[src/rtl/lpm_pkg.sv]
package lpm_pkg;
  typedef enum logic [2:0] {
    MODE_STOP0 = 3'd0,
    MODE_STOP1 = 3'd1,
    MODE_STOP2 = 3'd2,
    MODE_STBY  = 3'd3,
    MODE_SHDN  = 3'd4
  } lpm_mode_e;

  typedef enum logic [1:0] {
    WCLK_MSI4  = 2'd0,
    WCLK_MSI48 = 2'd1,
    WCLK_HSI16 = 2'd2
  } wclk_e;

  typedef enum logic [1:0] {ST_RUN, ST_ENTER, ST_DEEP, ST_WAKE} lpm_state_e;

  typedef struct packed {
    logic main_reg;
    logic lp_reg;
    logic core_pwr;
    logic pll;
    logic msi;
    logic hsi;
    logic hse;
    logic sram2_ret;
    logic pvd_low;
    logic sup_mon;
  } pwr_vec_t;

  function automatic logic mode_legal(logic [2:0] m);
    return m <= 3'd4;
  endfunction
endpackage

[src/rtl/lpm_gate.sv]
module lpm_gate #(
  parameter int NCPU = 2
) (
  input  logic [NCPU-1:0] cpu_stop_i,
  input  logic            req_i,
  input  logic [2:0]      mode_i,
  input  logic            secure_i,
  input  logic            idle_i,
  output logic            accept_o
);
  logic [NCPU:0] stop_chain;
  assign stop_chain[0] = 1'b1;

  for (genvar g = 0; g < NCPU; g++) begin : g_stop
    assign stop_chain[g+1] = stop_chain[g] & cpu_stop_i[g];
  end

  assign accept_o = req_i & idle_i & stop_chain[NCPU] & ~secure_i &
                    lpm_pkg::mode_legal(mode_i);
endmodule

[src/rtl/lpm_fsm.sv]
module lpm_fsm
  import lpm_pkg::*;
#(
  parameter int ENTRY_CYC = 3
) (
  input  logic        clk_i,
  input  logic        rst_ni,
  input  logic        accept_i,
  input  logic [2:0]  mode_i,
  input  logic        retain_i,
  input  logic        wake_hsi_i,
  input  logic        wake_i,
  input  logic        msi_rdy_i,
  input  logic        hsi_rdy_i,
  output lpm_state_e  state_o,
  output lpm_mode_e   mode_o,
  output logic        retain_o,
  output wclk_e       wclk_o,
  output logic        done_o,
  output logic        record_o
);
  localparam int CNT_W = $clog2(ENTRY_CYC + 1);
  localparam logic [CNT_W-1:0] CNT_LAST = CNT_W'(ENTRY_CYC - 1);

  lpm_state_e       state_q;
  lpm_mode_e        mode_q;
  wclk_e            wclk_q;
  logic             ret_q, done_q;
  logic [CNT_W-1:0] cnt_q;
  logic             clk_rdy;

  assign clk_rdy  = (wclk_q == WCLK_HSI16) ? hsi_rdy_i : msi_rdy_i;
  assign record_o = (state_q == ST_ENTER) && (cnt_q == CNT_LAST) && !wake_i;

  always_ff @(posedge clk_i or negedge rst_ni) begin
    if (!rst_ni) begin
      state_q <= ST_RUN;
      mode_q  <= MODE_STOP0;
      wclk_q  <= WCLK_MSI4;
      ret_q   <= 1'b0;
      done_q  <= 1'b0;
      cnt_q   <= '0;
    end else begin
      done_q <= 1'b0;
      unique case (state_q)
        ST_RUN: if (accept_i) begin
          state_q <= ST_ENTER;
          cnt_q   <= '0;
          mode_q  <= lpm_mode_e'(mode_i);
          ret_q   <= retain_i;
          if (mode_i <= 3'd2) wclk_q <= wake_hsi_i ? WCLK_HSI16 : WCLK_MSI48;
          else                wclk_q <= WCLK_MSI4;
        end
        ST_ENTER: begin
          if (wake_i)                state_q <= ST_RUN;
          else if (cnt_q == CNT_LAST) state_q <= ST_DEEP;
          else                       cnt_q   <= cnt_q + 1'b1;
        end
        ST_DEEP: if (wake_i) state_q <= ST_WAKE;
        ST_WAKE: if (clk_rdy) begin
          state_q <= ST_RUN;
          done_q  <= 1'b1;
        end
        default: state_q <= ST_RUN;
      endcase
    end
  end

  assign state_o  = state_q;
  assign mode_o   = mode_q;
  assign retain_o = ret_q;
  assign wclk_o   = wclk_q;
  assign done_o   = done_q;

  AST_DONE_AFTER_RDY: assert property (@(posedge clk_i) disable iff (!rst_ni)
    done_q |-> $past(clk_rdy) && $past(state_q == ST_WAKE));
  AST_ABORT_TO_RUN: assert property (@(posedge clk_i) disable iff (!rst_ni)
    (state_q == ST_ENTER && wake_i) |=> state_q == ST_RUN && !done_q);
endmodule

[src/rtl/lpm_enables.sv]
module lpm_enables
  import lpm_pkg::*;
(
  input  lpm_state_e state_i,
  input  lpm_mode_e  mode_i,
  input  logic       retain_i,
  input  wclk_e      wclk_i,
  output pwr_vec_t   vec_o
);
  always_comb begin
    vec_o = '{main_reg: 1'b1, lp_reg: 1'b0, core_pwr: 1'b1, pll: 1'b1,
              msi: 1'b1, hsi: 1'b1, hse: 1'b1, sram2_ret: 1'b1,
              pvd_low: 1'b0, sup_mon: 1'b1};
    unique case (state_i)
      ST_DEEP: begin
        vec_o.pll = 1'b0;
        vec_o.msi = 1'b0;
        vec_o.hsi = 1'b0;
        vec_o.hse = 1'b0;
        unique case (mode_i)
          MODE_STOP0: ;
          MODE_STOP1, MODE_STOP2: begin
            vec_o.main_reg = 1'b0;
            vec_o.lp_reg   = 1'b1;
          end
          MODE_STBY: begin
            vec_o.main_reg  = 1'b0;
            vec_o.core_pwr  = 1'b0;
            vec_o.lp_reg    = retain_i;
            vec_o.sram2_ret = retain_i;
            vec_o.pvd_low   = 1'b1;
          end
          default: begin
            vec_o.main_reg  = 1'b0;
            vec_o.core_pwr  = 1'b0;
            vec_o.sram2_ret = 1'b0;
            vec_o.sup_mon   = 1'b0;
          end
        endcase
      end
      ST_WAKE: begin
        vec_o.pll = 1'b0;
        vec_o.hse = 1'b0;
        vec_o.msi = (wclk_i != WCLK_HSI16);
        vec_o.hsi = (wclk_i == WCLK_HSI16);
      end
      default: ;
    endcase
  end
endmodule

[src/rtl/lpm_status.sv]
module lpm_status (
  input  logic       clk_i,
  input  logic       rst_ni,
  input  logic       record_i,
  input  logic [2:0] mode_i,
  input  logic       clr_i,
  output logic [2:0] last_mode_o,
  output logic       last_valid_o
);
  always_ff @(posedge clk_i or negedge rst_ni) begin
    if (!rst_ni) begin
      last_mode_o  <= '0;
      last_valid_o <= 1'b0;
    end else if (record_i) begin
      last_mode_o  <= mode_i;
      last_valid_o <= 1'b1;
    end else if (clr_i) begin
      last_valid_o <= 1'b0;
    end
  end

  AST_CLR_TAKES: assert property (@(posedge clk_i) disable iff (!rst_ni)
    (clr_i && !record_i) |=> !last_valid_o);
  AST_MODE_HELD: assert property (@(posedge clk_i) disable iff (!rst_ni)
    !record_i |=> $stable(last_mode_o));
endmodule

[src/rtl/lp_mode_ctrl.sv]
module lp_mode_ctrl
  import lpm_pkg::*;
#(
  parameter int NCPU      = 2,
  parameter int ENTRY_CYC = 3
) (
  input  logic            clk_i,
  input  logic            rst_ni,
  input  logic [NCPU-1:0] cpu_stop_i,
  input  logic            entry_req_i,
  input  logic [2:0]      mode_i,
  input  logic            retain_i,
  input  logic            secure_boot_i,
  input  logic            wake_hsi_i,
  input  logic            wake_i,
  input  logic            msi_rdy_i,
  input  logic            hsi_rdy_i,
  input  logic            stat_clr_i,
  output logic            main_reg_en_o,
  output logic            lp_reg_en_o,
  output logic            core_pwr_o,
  output logic            pll_en_o,
  output logic            msi_en_o,
  output logic            hsi_en_o,
  output logic            hse_en_o,
  output logic            sram2_ret_o,
  output logic            pvd_low_o,
  output logic            sup_mon_o,
  output logic [1:0]      clk_sel_o,
  output logic            cpu_hold_o,
  output logic            wake_done_o,
  output logic [2:0]      last_mode_o,
  output logic            last_valid_o
);
  lpm_state_e state;
  lpm_mode_e  mode_lat;
  wclk_e      wclk;
  logic       accept, ret_lat, record;
  pwr_vec_t   pv;

  lpm_gate #(.NCPU(NCPU)) u_gate (
    .cpu_stop_i (cpu_stop_i),
    .req_i      (entry_req_i),
    .mode_i     (mode_i),
    .secure_i   (secure_boot_i),
    .idle_i     (state == ST_RUN),
    .accept_o   (accept)
  );

  lpm_fsm #(.ENTRY_CYC(ENTRY_CYC)) u_fsm (
    .clk_i      (clk_i),
    .rst_ni     (rst_ni),
    .accept_i   (accept),
    .mode_i     (mode_i),
    .retain_i   (retain_i),
    .wake_hsi_i (wake_hsi_i),
    .wake_i     (wake_i),
    .msi_rdy_i  (msi_rdy_i),
    .hsi_rdy_i  (hsi_rdy_i),
    .state_o    (state),
    .mode_o     (mode_lat),
    .retain_o   (ret_lat),
    .wclk_o     (wclk),
    .done_o     (wake_done_o),
    .record_o   (record)
  );

  lpm_enables u_en (
    .state_i  (state),
    .mode_i   (mode_lat),
    .retain_i (ret_lat),
    .wclk_i   (wclk),
    .vec_o    (pv)
  );

  lpm_status u_stat (
    .clk_i        (clk_i),
    .rst_ni       (rst_ni),
    .record_i     (record),
    .mode_i       (mode_lat),
    .clr_i        (stat_clr_i),
    .last_mode_o  (last_mode_o),
    .last_valid_o (last_valid_o)
  );

  assign main_reg_en_o = pv.main_reg;
  assign lp_reg_en_o   = pv.lp_reg;
  assign core_pwr_o    = pv.core_pwr;
  assign pll_en_o      = pv.pll;
  assign msi_en_o      = pv.msi;
  assign hsi_en_o      = pv.hsi;
  assign hse_en_o      = pv.hse;
  assign sram2_ret_o   = pv.sram2_ret;
  assign pvd_low_o     = pv.pvd_low;
  assign sup_mon_o     = pv.sup_mon;
  assign clk_sel_o     = wclk;
  assign cpu_hold_o    = (state != ST_RUN);

  AST_ALL_CPUS_STOPPED: assert property (@(posedge clk_i) disable iff (!rst_ni)
    $rose(cpu_hold_o) |-> $past(&cpu_stop_i));
  AST_NO_SECURE_ENTRY: assert property (@(posedge clk_i) disable iff (!rst_ni)
    $rose(cpu_hold_o) |-> !$past(secure_boot_i));
  AST_LEGAL_MODE: assert property (@(posedge clk_i) disable iff (!rst_ni)
    $rose(cpu_hold_o) |-> $past(mode_i) <= 3'd4);
  AST_ONE_REGULATOR: assert property (@(posedge clk_i) disable iff (!rst_ni)
    !(main_reg_en_o && lp_reg_en_o));
  AST_MON_OFF_HELD: assert property (@(posedge clk_i) disable iff (!rst_ni)
    !sup_mon_o |-> cpu_hold_o && !core_pwr_o);
  AST_DONE_ONE_CYCLE: assert property (@(posedge clk_i) disable iff (!rst_ni)
    wake_done_o |-> !cpu_hold_o ##1 !wake_done_o);
endmodule

[config.mk]
export PLATFORM = sky130hd
export DESIGN_NAME = lp_mode_ctrl
export DESIGN_NICKNAME = d
export VERILOG_FILES = /design/src/rtl/lpm_pkg.sv /design/src/rtl/lpm_gate.sv /design/src/rtl/lpm_fsm.sv /design/src/rtl/lpm_enables.sv /design/src/rtl/lpm_status.sv /design/src/rtl/lp_mode_ctrl.sv
export SDC_FILE = /design/constraint.sdc
export NUM_CORES = 1
export LEC_CHECK = 0
export BUFFER_PORTS_ARGS = -buffer_cell sky130_fd_sc_hd__buf_2
export CAP_MARGIN = 20
export CORE_MARGIN = 2
export CORE_UTILIZATION = 41
export CTS_BUF_LIST = sky130_fd_sc_hd__clkbuf_4 sky130_fd_sc_hd__clkbuf_8 sky130_fd_sc_hd__clkbuf_16
export DETAILED_ROUTE_END_ITERATION = 6
export GPL_TIMING_DRIVEN = 0
export HOLD_SLACK_MARGIN = 0.1
export PLACE_DENSITY_LB_ADDON = 0.05
export SLEW_MARGIN = 20
export SYNTH_ARGS = -nofsm -noshare
export SYNTH_HDL_FRONTEND = slang
export SYNTH_SLANG_ARGS = --single-unit
[constraint.sdc]
create_clock -name clk_i -period 1.5 [get_ports clk_i]
set_clock_uncertainty 0.15 [all_clocks]
set_input_delay 0.225 -clock clk_i [delete_from_list [all_inputs] [get_ports clk_i]]
set_output_delay 0.225 -clock clk_i [all_outputs]
set_load 0.05 [all_outputs]
Word level (Yosys, flattened, before mapping)
Index checks and enable logic that the tools add are counted.
W data, S select, Z words.
- logic and storage cells: 72
- register bits after elaboration: 15
- bits of input ports: 15
- output and inout port bits: 18
- reduce and logical (&&, ||, !) cells: 14
- $add $sub $neg: 1
- multiplexer cells: 26
- equal/unequal tests: 15
- bitwise operators: 6
- $lt $le $gt $ge: 2
- operators by type and width (kind ; number):
    $mux W2 ; 10
    $ne A2 B2 Y1 const B ; 6
    $mux W1 ; 9
    $eq A2 B2 Y1 const B ; 4
    $pmux W2 S4 ; 1
    $pmux W4 S2 ; 1
    $reduce_and A4 Y1 ; 2
    $eq A3 B2 Y1 const B ; 2
    $mux W3 ; 2
    $reduce_bool A2 Y1 ; 3
    $and A1 B1 Y1 ; 5
    $pmux W1 S2 ; 2
    $pmux W2 S2 ; 1
    $reduce_or A4 Y1 ; 1
    $eq A3 B1 Y1 const B ; 1
    $le A3 B2 Y1 const B ; 1
    $le A3 B3 Y1 const B ; 1
    $logic_not A3 Y1 ; 1
    $ne A3 B3 Y1 const B ; 1
    $reduce_or A3 Y1 ; 1
    $add A2 B1 Y2 const B ; 1
    $eq A2 B1 Y1 const B ; 1
    $logic_and A1 B1 Y1 ; 2
    $logic_not A2 Y1 ; 1
    other kinds (4) ; 4

Depth between registers and ports, before layout
- depth in word-level cells: 7
- depth in mapped cells: 5
- gate-level depth less buffers: 5

Cells and area by module
A second synthesis with hierarchy kept.
- cell total of the unflattened synthesis: 71
- area total of the unflattened synthesis: 829.5 µm²
- modules (own cells, without submodules) (module ; area an instance (µm²) ; sequential area each (µm²) ; instances ; cells each):
    lpm_fsm ; 538.0 ; 275.3 ; 1 ; 41
    lpm_status ; 146.4 ; 100.1 ; 1 ; 9
    lpm_enables ; 113.9 ; 0.0 ; 1 ; 16
    lpm_gate ; 21.3 ; 0.0 ; 1 ; 3
    lp_mode_ctrl ; 10.0 ; 0.0 ; 1 ; 2

Worst setup path after synthesis
OpenSTA, ideal clock, no wires.
- path kind: register to output
- start point: register u_fsm.state_q[0], in the netlist u_fsm.state_o[0]
- end point: output lp_reg_en_o
- required time: 1125 ps
- arrival: 2138 ps
- cell stages (with the launch flop): 4
- buffers on the path: 0
- slack: -1013 ps
- cells stage by stage: dfrtp_1 -> inv_2 -> nand2_1 -> nor4_1
- cells in the longest elaborated chain, start to end: 2
- ends and longest elaborated chain (item ; line ; text):
    start: declaration ; lpm_fsm.sv:25 ; lpm_state_e state_q;
    start signal: assignment ; lpm_fsm.sv:37 ; state_q <= ST_RUN;
    start signal: assignment ; lpm_fsm.sv:47 ; state_q <= ST_ENTER;
    start signal: assignment ; lpm_fsm.sv:55 ; if (wake_i) state_q <= ST_RUN;
    $eq A2 B2 Y1 ; lpm_enables.sv:14 ; unique case (state_i)
    $mux W3 ; lpm_enables.sv:14 ;
    end: declaration ; lp_mode_ctrl.sv:20 ; output logic lp_reg_en_o,
Every way passes these cells.

Final worst setup path
- start point: register u_fsm.state_q[0], in the netlist u_fsm.state_o[0]
- end point: output main_reg_en_o
- cells in the longest elaborated chain, start to end: 2
- ends and longest elaborated chain (item ; line ; text):
    $eq A2 B2 Y1 ; lpm_enables.sv:14 ;
    $mux W3 ; lpm_enables.sv:14 ;
    end: declaration ; lp_mode_ctrl.sv:19 ; output logic main_reg_en_o,
Every way passes these cells.

==> impl_metrics.tcl <==
set metrics [dict create \
    cp.arrival_ns 1.42 \
    number_of_instances_on_the_worst_hold_path 2 \
    ctsHtreeMaxLevel 1 \
    drt_first_pass_iters 4 \
    power_density_nw_per_um2 2130 \
    run_status "finished, violations left" \
    regToRegStartpoint "u_fsm.state_o[0]$_DFFE_PN0P_" \
    via_per_inst 5.21 \
    synth.yosys.seq_area_share_pct 49.2 \
    synth_cell_type_count 24 \
    dpl.hpwl_mm 1.29 \
    worst_flop_to_flop_path_endpoint "u_fsm.mode_o[0]$_DFFE_PN0P_" \
    tritoncts_clock_tree "built" \
    area_share_of_the_largest_cell_type_after_synthesis_pct 49.2 \
    total_negative_setup_slack_ns -3.48 \
    syn_avg_cell_area_um2 10.2 \
    fraction_of_final_layout_cells_sized_beyond_drive_strength_1_pct 68.3 \
    post_synthesis_register_bit_count 15 \
    floorplan_die_area_um2 2220 \
    tritoncts.num_buffers 3 \
    avgRoutedWirePerCell_um 16.5 \
    transition_time_at_the_pin_with_the_least_slew_margin_ns 0.360 \
    grt_max_degree 16 \
    path_cells "buf_4 > nor2_4 > buf_4 > o31ai_4 > buf_6" \
    timing.reg2reg.worst_path_depth 4 \
    detail_route.iter0.violations 15 \
    end_kind "output pin" \
    worstSkewPairLatency_ns 0.29 \
    ant_nets 0 \
    path_delay_family "buffers and inverters" \
    critical_path_class "flop to output pin" \
    critPathMaxStageDelay_ns 0.46 \
    final_max_slew_viol_count 0 \
    setup_viol 20 \
    post_route_minimum_period_ns 1.80 \
    clock_slew_at_reported_path_ffs_ns 0.09 \
    timing.critical_path.slowest_stage_cell "dfrtp_2" \
    antenna_violations_before_repair 0 \
    synth_top_cells_by_area "dfrtp_1 (49%), mux2_2 (5.9%), nand2_1 (4.4%), mux2_1 (4.4%), o21ai_0 (3.9%)" \
    min_delay_worst_endpoint "u_fsm.mode_o[2]$_DFFE_PN0P_" \
    cp_data_required_time_ns 1.12 \
    netlist_instances 75 \
    dominant_cell_type_by_count_on_the_critical_path "buf_4" \
    wl_mm 2.71 \
    rsz0062_at_grt "true" \
    worst_path_fanout_max 4 \
    areaGrowthSynthToFinish_pct 97.2 \
    violated_checks "setup timing" \
    diodes 0 \
    fin_util_pct 86.2 \
    die_height_um 47.1 \
    hold_class "primary input to flop" \
    initial_core_util_pct 43.7 \
    placement.io_buffers 32 \
    drc_viols 0 \
    clock_tree.root_cell "clkbuf_4" \
    critical_path_depth_in_cells 5 \
    ys.warnings.count 0 \
    wire_length_of_the_first_global_routing_pass_mm 3.52 \
    worst_slack_ns -0.299 \
    fillCellCount 77 \
    relSlewSlack_pct 76.0 \
    finalWeightedCongestion 0.731 \
    place_inst 132 \
    numClockSinks 15 \
    maxCapViolCount 0 \
    fmaxAchievable_mhz 556 \
    postLayoutCellArea_um2 1510 \
    synth_area_leader_cell "dfrtp_1" \
    io_pins 33 \
    worst_ir_drop_vdd_mv 1.26 \
    fin_cells 164 \
    vias_post_dr 854 \
    placeableCoreArea_um2 1750 \
    r2r_setup_slack_ns -0.25 \
    syn_area_um2 763 \
    grt_pass1_vias 776 \
    global_route.overflow_total 0 \
    floorplan.rows 15 \
    syn_nets 91 \
    finalNetCount 156 \
    cp.buffers_inverters 3 \
    hold_path_startpoint "mode_i[2]" \
    grt_use_total_pct 23.9 \
    worst_hold_slack_ns 0.117 \
    post-route-period-util_pct 120 \
    dpl-instance-area_um2 1060 \
    finalHoldViolCount 0 \
    die_x_um 47.1 \
    clock_tree.buffer_depth 2 \
    cellLeakagePower_nw 0.738 \
    worst_setup_path_start_kind "flop" \
]
-- synthesized netlist by cell type, drive strengths merged --
cell type   n
o31ai       1
ha          1
mux2        7
nand3       5
o22a        2
a21oi       4
nor4        1
inv         5
nand4       2
nor4b       1
dfrtp      15
nand2b      1
buf         2
nor3        2
mux2i       1
nor2        7
or4         1
o21ai       8
nand2       9
-- cell families (layout without fill, tap and decap cells) --
| family | count (synthesis) | count (layout) | share of synthesized area [%] |
|---|---|---|---|
| flip-flops | 15 | 15 | 49.2 |
| buffers and inverters | 7 | 71 | 4.10 |
| multiplexers | 8 | 8 | 11.6 |
| AND/OR/NAND/NOR | 29 | 29 | 22.3 |
| adder cells (fa/ha/maj) | 1 | 1 | 1.64 |
| AO/OA/AOI/OAI | 15 | 15 | 11.1 |
-- power by group --
group          switching, mW  internal, mW  total (mW)  leakage, nW
combinational           1.20         0.957        2.16        0.533
sequential             0.218         0.575       0.793        0.187
clock                  0.134         0.122       0.255       0.0184
total                   1.56          1.65        3.21        0.738
-- layout by cell type (no fill, tap or decap), types with 5 or more instances in the layout --
cell,netlist,final
buf_2,1,21
buf_4,1,15
buf_6,0,15
dfrtp_1,15,9
dfrtp_2,0,6
dlygate4sd3_1,0,6
mux2_4,0,5
-- cell type report --
| type | count | area [um^2] | area share, % |
|---|---|---|---|
| Buffer | 2 | 22.5 | 1.50 |
| Clock buffer | 4 | 30.0 | 2.00 |
| Inverter | 5 | 25.0 | 1.66 |
| Multi-Input combinational cell | 53 | 509 | 33.8 |
| Sequential cell | 15 | 383 | 25.4 |
| Tap cell | 25 | 31.3 | 2.08 |
| Timing Repair Buffer | 60 | 504 | 33.5 |
-- stage by stage --
step / setup slack [ns] / power, mW
global route: -0.348 / 3.35
CTS: -0.234 / 2.98
global placement: -0.168 / 2.12
detailed placement: -0.185 / 2.14
finish: -0.299 / 3.21
floorplan: -0.186 / 1.85
-- state kept, by name, summed over array words and instances (netlist names), named ones only --
register / cells
u_fsm.mode_o: 3
u_stat.last_mode_o: 3
u_fsm.cnt_q: 2
u_fsm.wclk_o: 2
u_fsm.done_o: 1
u_fsm.retain_o: 1
u_fsm.state_o: 1
u_stat.last_valid_o: 1
-- how the worst max path moves through the flow --
stage,slack [ns],end,from
final,-0.30,main_reg_en_o,u_fsm.state_o[0]$_DFFE_PN0P_
after global placement,-0.17,u_fsm.mode_o[0]$_DFFE_PN0P_,u_fsm.state_o[0]$_DFFE_PN0P_
after floorplan,-0.19,lp_reg_en_o,u_fsm.state_o[0]$_DFFE_PN0P_
after detailed placement,-0.18,u_fsm.mode_o[1]$_DFFE_PN0P_,u_fsm.state_o[0]$_DFFE_PN0P_
after global routing,-0.35,main_reg_en_o,u_fsm.state_o[0]$_DFFE_PN0P_
after CTS,-0.23,main_reg_en_o,u_fsm.state_o[0]$_DFFE_PN0P_
-- layer usage --
metal / global-route usage, % / wire length [um] / vias to the layer above
li1: - / - / 394
met1: 28.9 / 1080 / 402
met2: 40.3 / 1350 / 48
met3: 3.85 / 176 / 10
met4: 13.9 / 107 / 0
met5: 0 / 0 / -
-- what timing repair did --
| item | in CTS | in global routing |
|---|---|---|
| setup buffers | 18 | 4 |
| gates cloned | 0 | 0 |
| hold buffers | 6 | 0 |
| pin swaps | 4 | 2 |
| setup endpoints to repair | 19 | 23 |
| resized for setup | 39 | 13 |
| hold endpoints to repair | 20 | 0 |
Power figures use the tool's default switching activity.
